### config.mk
export PLATFORM = sky130hd
export DESIGN_NAME = eint_ctrl
export DESIGN_NICKNAME = d
export VERILOG_FILES = /design/src/rtl/eint_pkg.sv /design/src/rtl/eint_sync.sv /design/src/rtl/eint_bank.sv /design/src/rtl/eint_rdmux.sv /design/src/rtl/eint_ctrl.sv
export SDC_FILE = /design/constraint.sdc
export NUM_CORES = 1
export LEC_CHECK = 0
export ABC_AREA = 1
export BUFFER_PORTS_ARGS = -buffer_cell sky130_fd_sc_hd__buf_2
export CORE_ASPECT_RATIO = 0.8
export CORE_MARGIN = 4
export CORE_UTILIZATION = 54
export DETAILED_ROUTE_END_ITERATION = 8
export PLACE_DENSITY = 0.86
export SETUP_SLACK_MARGIN = 0.2
export SLEW_MARGIN = 20
export SYNTH_ARGS = -nofsm -noshare
export SYNTH_HDL_FRONTEND = slang
export SYNTH_SLANG_ARGS = --single-unit
### constraint.sdc
create_clock -name clk -period 1.35 [get_ports clk]
set_input_delay 0.27 -clock clk [delete_from_list [all_inputs] [get_ports clk]]
set_output_delay 0.27 -clock clk [all_outputs]
set_load 0.05 [all_outputs]
### src/rtl/eint_pkg.sv
package eint_pkg;
  typedef enum logic [2:0] {
    TRIG_LVL_LO = 3'd0,
    TRIG_LVL_HI = 3'd1,
    TRIG_FALL   = 3'd2,
    TRIG_RISE   = 3'd3,
    TRIG_BOTH   = 3'd4
  } trig_e;

  typedef enum logic [1:0] {
    KIND_CFG  = 2'd0,
    KIND_MASK = 2'd1,
    KIND_PEND = 2'd2,
    KIND_NONE = 2'd3
  } reg_kind_e;

  localparam int unsigned FIELD_W = 4;
  localparam int unsigned CODE_W  = 3;
endpackage

### src/rtl/eint_sync.sv
module eint_sync #(
  parameter int unsigned WIDTH = 32
) (
  input  logic             clk,
  input  logic             rst,
  input  logic [WIDTH-1:0] d_async,
  output logic [WIDTH-1:0] d_sync
);
  logic [WIDTH-1:0] meta_q;
  logic [WIDTH-1:0] stab_q;

  always_ff @(posedge clk) begin
    if (rst) begin
      meta_q <= '0;
      stab_q <= '0;
    end else begin
      meta_q <= d_async;
      stab_q <= meta_q;
    end
  end

  assign d_sync = stab_q;
endmodule

### src/rtl/eint_bank.sv
module eint_bank
  import eint_pkg::*;
#(
  parameter int unsigned PINS = 8,
  parameter int unsigned DW   = 32
) (
  input  logic            clk,
  input  logic            rst,
  input  logic [PINS-1:0] pin_s,
  input  logic            cfg_we,
  input  logic            mask_we,
  input  logic            pend_we,
  input  logic [DW-1:0]   wdata,
  output logic [DW-1:0]   cfg_word,
  output logic [PINS-1:0] mask_q,
  output logic [PINS-1:0] pend_q
);
  logic [PINS-1:0][CODE_W-1:0] cfg_q;
  logic [PINS-1:0]             prev_q;
  logic [PINS-1:0]             set_req;
  logic [PINS-1:0]             clr_req;

  // Trigger decode, one per pin
  for (genvar i = 0; i < PINS; i++) begin : g_pin
    always_comb begin
      case (cfg_q[i])
        TRIG_LVL_LO: set_req[i] = ~pin_s[i];
        TRIG_LVL_HI: set_req[i] = pin_s[i];
        TRIG_FALL:   set_req[i] = prev_q[i] & ~pin_s[i];
        TRIG_RISE:   set_req[i] = ~prev_q[i] & pin_s[i];
        TRIG_BOTH:   set_req[i] = prev_q[i] ^ pin_s[i];
        default:     set_req[i] = 1'b0;
      endcase
    end

    assign cfg_word[FIELD_W*i +: FIELD_W] = {1'b0, cfg_q[i]};


    level_hold_chk: assert property (@(posedge clk) disable iff (rst)
      (cfg_q[i] == TRIG_LVL_HI && pin_s[i]) |=> pend_q[i]);

    rise_set_chk: assert property (@(posedge clk) disable iff (rst)
      (cfg_q[i] == TRIG_RISE && pin_s[i] && !prev_q[i]) |=> pend_q[i]);

    bad_code_chk: assert property (@(posedge clk) disable iff (rst)
      (cfg_q[i] > TRIG_BOTH && !pend_q[i]) |=> !pend_q[i]);
  end

  if (DW > FIELD_W * PINS) begin : g_pad
    assign cfg_word[DW-1:FIELD_W*PINS] = '0;
  end

  assign clr_req = pend_we ? wdata[PINS-1:0] : '0;

  always_ff @(posedge clk) begin
    if (rst) begin
      cfg_q  <= '0;
      mask_q <= '1;
      pend_q <= '0;
      prev_q <= '0;
    end else begin
      prev_q <= pin_s;
      pend_q <= (pend_q & ~clr_req) | set_req;
      if (mask_we) mask_q <= wdata[PINS-1:0];
      if (cfg_we) begin
        for (int i = 0; i < PINS; i++) begin
          cfg_q[i] <= wdata[FIELD_W*i +: CODE_W];
        end
      end
    end
  end


  w1c_clear_chk: assert property (@(posedge clk) disable iff (rst)
    $past(pend_we) |-> ((pend_q & $past(wdata[PINS-1:0]) & ~$past(set_req)) == '0));

  reset_state_chk: assert property (@(posedge clk) disable iff (rst)
    $past(rst) |-> (mask_q == '1 && pend_q == '0));
endmodule

### src/rtl/eint_rdmux.sv
module eint_rdmux
  import eint_pkg::*;
#(
  parameter int unsigned BANKS = 4,
  parameter int unsigned PINS  = 8,
  parameter int unsigned DW    = 32,
  localparam int unsigned BAW  = (BANKS > 1) ? $clog2(BANKS) : 1
) (
  input  reg_kind_e                   kind,
  input  logic [BAW-1:0]              bank,
  input  logic [BANKS-1:0][DW-1:0]    cfg_words,
  input  logic [BANKS-1:0][PINS-1:0]  masks,
  input  logic [BANKS-1:0][PINS-1:0]  pends,
  output logic [DW-1:0]               word
);
  always_comb begin
    word = '0;
    if (32'(bank) < BANKS) begin
      case (kind)
        KIND_CFG:  word = cfg_words[bank];
        KIND_MASK: word[PINS-1:0] = masks[bank];
        KIND_PEND: word[PINS-1:0] = pends[bank];
        default:   word = '0;
      endcase
    end
  end
endmodule

### src/rtl/eint_ctrl.sv
module eint_ctrl
  import eint_pkg::*;
#(
  parameter int unsigned NUM_BANKS = 4,
  parameter int unsigned BANK_PINS = 8,
  parameter int unsigned DED_PINS  = 16,
  parameter int unsigned DW        = 32,
  localparam int unsigned TOTAL    = NUM_BANKS * BANK_PINS,
  localparam int unsigned BAW      = (NUM_BANKS > 1) ? $clog2(NUM_BANKS) : 1,
  localparam int unsigned AW       = BAW + 2
) (
  input  logic                clk,
  input  logic                rst,
  input  logic [TOTAL-1:0]    pins,
  input  logic                bus_sel,
  input  logic                bus_wr,
  input  logic [AW-1:0]       bus_addr,
  input  logic [DW-1:0]       bus_wdata,
  output logic [DW-1:0]       bus_rdata,
  output logic [DED_PINS-1:0] irq_ded,
  output logic                irq_shared
);
  logic [TOTAL-1:0]                   pin_s;
  logic [NUM_BANKS-1:0][DW-1:0]       cfg_words;
  logic [NUM_BANKS-1:0][BANK_PINS-1:0] mask_b;
  logic [NUM_BANKS-1:0][BANK_PINS-1:0] pend_b;
  logic [TOTAL-1:0]                   active;
  logic [DW-1:0]                      rd_word;
  reg_kind_e                          kind;
  logic [BAW-1:0]                     bank_idx;
  logic                               wr_req;
  logic                               rd_req;

  assign kind     = reg_kind_e'(bus_addr[AW-1 -: 2]);
  assign bank_idx = bus_addr[BAW-1:0];
  assign wr_req   = bus_sel & bus_wr;
  assign rd_req   = bus_sel & ~bus_wr;

  eint_sync #(.WIDTH(TOTAL)) u_sync (
    .clk     (clk),
    .rst     (rst),
    .d_async (pins),
    .d_sync  (pin_s)
  );

  for (genvar b = 0; b < NUM_BANKS; b++) begin : g_bank
    logic hit;
    assign hit = wr_req && (32'(bank_idx) == b);

    eint_bank #(.PINS(BANK_PINS), .DW(DW)) u_bank (
      .clk      (clk),
      .rst      (rst),
      .pin_s    (pin_s[b*BANK_PINS +: BANK_PINS]),
      .cfg_we   (hit && kind == KIND_CFG),
      .mask_we  (hit && kind == KIND_MASK),
      .pend_we  (hit && kind == KIND_PEND),
      .wdata    (bus_wdata),
      .cfg_word (cfg_words[b]),
      .mask_q   (mask_b[b]),
      .pend_q   (pend_b[b])
    );
  end

  eint_rdmux #(.BANKS(NUM_BANKS), .PINS(BANK_PINS), .DW(DW)) u_rdmux (
    .kind      (kind),
    .bank      (bank_idx),
    .cfg_words (cfg_words),
    .masks     (mask_b),
    .pends     (pend_b),
    .word      (rd_word)
  );

  always_ff @(posedge clk) begin
    if (rst)         bus_rdata <= '0;
    else if (rd_req) bus_rdata <= rd_word;
  end

  assign active     = pend_b & ~mask_b;
  assign irq_ded    = active[DED_PINS-1:0];
  assign irq_shared = |active[TOTAL-1:DED_PINS];


  rdata_hold_chk: assert property (@(posedge clk) disable iff (rst)
    !$past(rd_req) |-> $stable(bus_rdata));

  reset_irq_chk: assert property (@(posedge clk) disable iff (rst)
    $past(rst) |-> (irq_ded == '0 && !irq_shared));
endmodule

Word level (Yosys, flattened, before mapping)
Index checks and enable logic that the tools add are counted.
- input port bits: 72
- register bits: 288
- output and inout port bits: 49
- logic and storage cells: 453
- $lt $le $gt $ge: 1
- reductions and logical operators: 51
- equality and inequality tests: 133
- multiplexer cells: 44
- bitwise operators: 177
- operators with widths (operator ; count):
    3-bit by 2-bit equality test with 1-bit output (second input constant) ; 64
    1-bit one-hot mux with 5 select lines ; 32
    3-bit by 1-bit equality test with 1-bit output (second input constant) ; 32
    3-bit equality test (second input constant) ; 32
    3-bit zero test ; 32
    1-bit AND ; 66
    1-bit NOT ; 65
    32-bit binary-select mux with 2-bit select ; 1
    8-bit 2-to-1 mux ; 6
    32-bit AND ; 1
    8-bit AND ; 4
    8-bit binary-select mux with 2-bit select ; 2
    32-bit 2-to-1 mux ; 1
    32-bit NOT ; 1
    8-bit NOT ; 4
    8-bit OR ; 4
    1-bit XOR ; 32
    24-bit 2-to-1 mux ; 1
    8-bit one-hot mux with 3 select lines ; 1
    1-bit logical AND ; 16
    16-bit OR reduction ; 1
    2-bit equality test (second input constant) ; 3
    2-bit by 1-bit equality test with 1-bit output (second input constant) ; 2
    2-bit zero test ; 2
    2-bit by 3-bit less-than comparator with 1-bit output (second input constant) ; 1

Longest topological paths before layout
- depth in word-level cells: 7
- gate-level depth with buffers: 11
- depth with buffers taken out: 9

Hierarchy
Synthesis repeated with hierarchy kept, for this count alone.
- cells, all modules: 2200
- area total of the unflattened synthesis: 15640.0 um^2
- by module, submodules not included (module ; times used ; area each (um^2) ; cells an instance ; sequential area each (um^2)):
    eint_bank ; 4 ; 2518.7 ; 312 ; 960.9
    eint_rdmux ; 1 ; 2147.1 ; 505 ; 0.0
    eint_sync ; 1 ; 1840.5 ; 199 ; 1281.2
    eint_ctrl ; 1 ; 1577.8 ; 248 ; 640.6

Worst setup path before layout
No wires, ideal clock.
- kind: register to output
- start point: register g_bank[2].u_bank.mask_q[3]
- end point: output irq_shared
- required time: 1.080 ns
- buffers on the path: 0
- slack: 0.042 ns
- stages on the path, launching flop included: 6
- arrival time: 1.038 ns
- cells stage by stage: dfxtp_1 -> inv_1 -> nand2_1 -> o21ai_0 -> nor4_1 -> nand2_1
- longest elaborated chain between the ends: 3
- RTL lines (item ; RTL line ; RTL):
    start, declared ; eint_bank.sv:15 ; output logic [PINS-1:0] mask_q,
    start signal, assigned ; eint_bank.sv:64 ; if (mask_we) mask_q <= wdata[PINS-1:0];
    32-bit NOT ; eint_ctrl.sv:78 ; assign active = pend_b & ~mask_b;
    32-bit AND ; eint_ctrl.sv:78 ;
    16-bit OR reduction ; eint_ctrl.sv:80 ; assign irq_shared = |active[TOTAL-1:DED_PINS];
    end, declared ; eint_ctrl.sv:21 ; output logic irq_shared
No other way between the ends.

Worst setup path in the final report
- start point: register g_bank[3].u_bank.pend_q[7]
- end point: output irq_shared
- longest elaborated chain between the ends: 2
- RTL lines (item ; RTL line ; RTL):
    start, declared ; eint_bank.sv:16 ; output logic [PINS-1:0] pend_q
    start signal, assigned ; eint_bank.sv:63 ; pend_q <= (pend_q & ~clr_req) | set_req;
    32-bit AND ; eint_ctrl.sv:78 ;
    16-bit OR reduction ; eint_ctrl.sv:80 ;
No other way between the ends.

==> impl_metrics.py <==
metrics = {
    "worst_hold_path": {
        "hold_path_depth": 3,
        "worstHoldStart": "bus_wdata[13]",
        "worst_hold_path_type": "input pin to flip-flop",
    },
    "yosys": {
        "ys.warnings.count": 0,
        "synthesis.area_um2": 12900,
        "postSynthAreaPerCell_um2": 7.18,
        "ys_ff_latch": 282,
        "seq_area_frac_synth_pct": 43.8,
        "synth_largest_area_cell": "dfxtp_1",
        "dominant_cells_by_area_after_synthesis": "dfxtp_1 (44%), nand2_1 (12%), inv_1 (8.7%)",
        "post_synth_num_cell_types": 27,
        "post_synth_inst_count": 1794,
        "post_synth_top_area_share_pct": 43.8,
    },
    "final_layout": {
        "antennaDiodeCount": 0,
        "area_growth_syn_to_layout_pct": 34.0,
        "drive_above_1_share_pct": 32.6,
        "fill_cells": 1667,
        "layout.nets": 2120,
        "final_core_util_pct": 73.6,
    },
    "worst_setup_path": {
        "startpoint_type_of_the_worst_setup_path": "flip-flop",
        "reg2regPathDepth": 10,
        "worst_ep_arrival_time_ns": 1.65,
        "critical_path.reg2reg.startpoint": "g_bank[1].u_bank.pend_q[5]",
        "critical_path_required_ns": 1.08,
        "startpoint": "g_bank[3].u_bank.pend_q[7]",
        "path_max_fanout": 2,
        "criticalPathCategory": "flip-flop to output port",
        "critical_path.endpoint_type": "output port",
    },
    "global_routing": {
        "antenna_found_initial": 0,
        "vias_in_the_first_global_route": 12200,
        "grt_first_pass_wirelength_um": 62000,
        "grt_start_max_net_pins": 98,
        "grt_remaining_overflow": 0,
        "gr-usage-all-layers_pct": 28.6,
    },
    "timing": {
        "setup_repair_after_global_routing_missed_its_margin": "true",
        "finalSetupViolCount": 21,
        "final-max-slew-violation-count": 0,
        "worst_slew_margin_rel_pct": 66.2,
        "timing.clock.skew_ns": 0.0130,
        "worst_pin_slew_ns": 0.506,
        "layout_min_cycle_time_ns": 1.92,
        "final-hold-violation-count": 0,
        "finalCritPeriodShare_pct": 142,
        "timing.fmax_ghz": 0.520,
        "final_ws_setup_ns": -0.573,
    },
    "place": {
        "dp_hpwl_um": 26700,
        "io_buffers": 108,
        "gp_congestion": 0.962,
    },
    "detailed_routing": {
        "detail_route.wirelength_um": 41600,
        "remaining_antenna_violation_count": 0,
        "firstDrtPassIters": 5,
        "vias": 12900,
        "routed_wire_length_per_instance_um": 18.0,
        "dr.first_iter.drc_count": 1206,
        "route.detailed.drc": 0,
        "via_per_inst": 5.58,
    },
    "pwr": {
        "worst_ir_drop_vdd_mv": 1.06,
        "power_leakage_uw": 0.00765,
        "pwr_density_cell_nw_per_um2": 1110,
        "report.power.total_uw": 19200,
    },
    "clock_network": {
        "clkLatencyLatePin_ns": 0.56,
        "cts_root_buf": "clkbuf_16",
        "tritoncts_clock_tree": "built",
        "cts_buffer_depth": 3,
        "cts-buffers-inserted": 28,
        "cts.sink_count": 282,
        "clkSlewWorstSetupHoldPaths_ns": 0.06,
        "cts_max_level": 1,
    },
    "die": {
        "coreArea_um2": 23500,
        "design.portCount": 121,
        "initial_utilization_pct": 54.9,
        "die_w_um": 181,
        "std_cell_rows": 50,
        "overall_die_area_um2": 26400,
        "chipHeight_um": 146,
    },
    "job": {
        "drv_cap": 0,
    },
    "outcome": {
        "failing_checks": "setup timing",
        "run_status": "complete, but fails checks",
    },
}
[metal layers]
metal	global-route usage [%]	vias to the layer above	wire [µm]
met4	13.3	0	2450
met5	0	-	0
met1	36.7	5982	16000
met2	47.5	682	19500
met3	4.81	166	3630
li1	-	6105	-
[cell families (layout without fill, tap and decap cells)]
family | count (synthesis) | count (layout) | share of synthesized area (%)
fa+ha+maj | 64 | 64 | 6.21
compound gates | 410 | 410 | 17.6
buf+inv | 388 | 594 | 12.1
flops | 282 | 282 | 43.8
other cells | 1 | 6 | 0.0291
simple gates | 649 | 649 | 20.3
[worst max-delay path, cell delays in order, from the launching register on]
cell and delay [ns]:
dfxtp_1 0.32, inv_1 0.13, o22ai_1 0.13, nor3_2 0.21, nand2_2 0.13, buf_8 0.17
[area by class of cell]
type	count	area, µm²	area share [%]
Clock buffer	40	806	4.67
Tap cell	312	390	2.26
Clock inverter	11	170	0.985
Sequential cell	282	5860	33.9
Timing Repair Buffer	239	2260	13.1
Multi-Input combinational cell	1129	6610	38.3
Inverter	304	1170	6.78
[cell usage after synthesis, drive strengths merged]
cell and instances:
inv 303, nand3 99, conb 1, o22ai 37, nor3 3, buf 42
o211ai 64, clkinv 1, o21ai 191, a21oi 117, dfxtp 282, clkbuf 42
nand3b 7, nor2 134, o2111ai 1, nor4 1, nand2 404, nand4 1
ha 64
[final timing paths]
check	end	slack [ns]
max	irq_shared	-0.57
min reg2reg	u_sync.d_sync[23]	0.39
min	g_bank[2].u_bank.cfg_word[13]	0.08
max reg2reg	bus_rdata[5]	0.06
[flip-flops by register name (all words and copies together) (netlist names)]
name,cells
g_bank.u_bank.cfg_word,96
g_bank.u_bank.prev_q,32
g_bank.u_bank.pend_q,32
g_bank.u_bank.mask_q,32
u_sync.d_sync,32
u_sync.meta_q,32
bus_rdata,26
[what timing repair did]
item,4_1_cts,5_1_grt
setup endpoints to repair,73,89
gates resized for setup,256,344
setup buffers,9,10
hold buffers,32,0
endpoints found under the hold margin,32,0
pin swaps,27,166
[cell usage in the layout, fill, tap and decap left out, types with 27 or more instances in the layout]
master           n
nor2_1         112
ha_2            33
inv_1          199
o21ai_2         27
buf_4           76
o211ai_1        64
dlygate4sd3_1   32
inv_2           93
clkbuf_16       28
buf_2           64
buf_8           38
o21ai_0        144
a21oi_1        114
o22ai_1         27
dfxtp_1        156
nand2_1        377
dfxtp_2        103
nand3_1         76
[metrics by stage]
step	std cells	hold slack [ns]	setup TNS, ns	worst slack (ns)	instance area, µm²
after CTS	2307	0.0475	-3.35	-0.606	16300
final	2317	0.0755	-3.06	-0.573	17300
after floorplan	1799	0.377	0	0.115	13200
after detailed placement	2215	0.395	-19.43	-0.360	14400
after global routing	2317	0.0723	-3.61	-0.597	17300
after global placement	2215	0.390	-16.53	-0.381	14400
[power by group]
part           total (µW)  switching [µW]  internal [µW]  leakage, µW
clock network        8280            3360           4920     0.000483
registers            8760             197           8570      0.00235
logic                2110            1300            811      0.00482
Power figures use the tool's default switching activity.
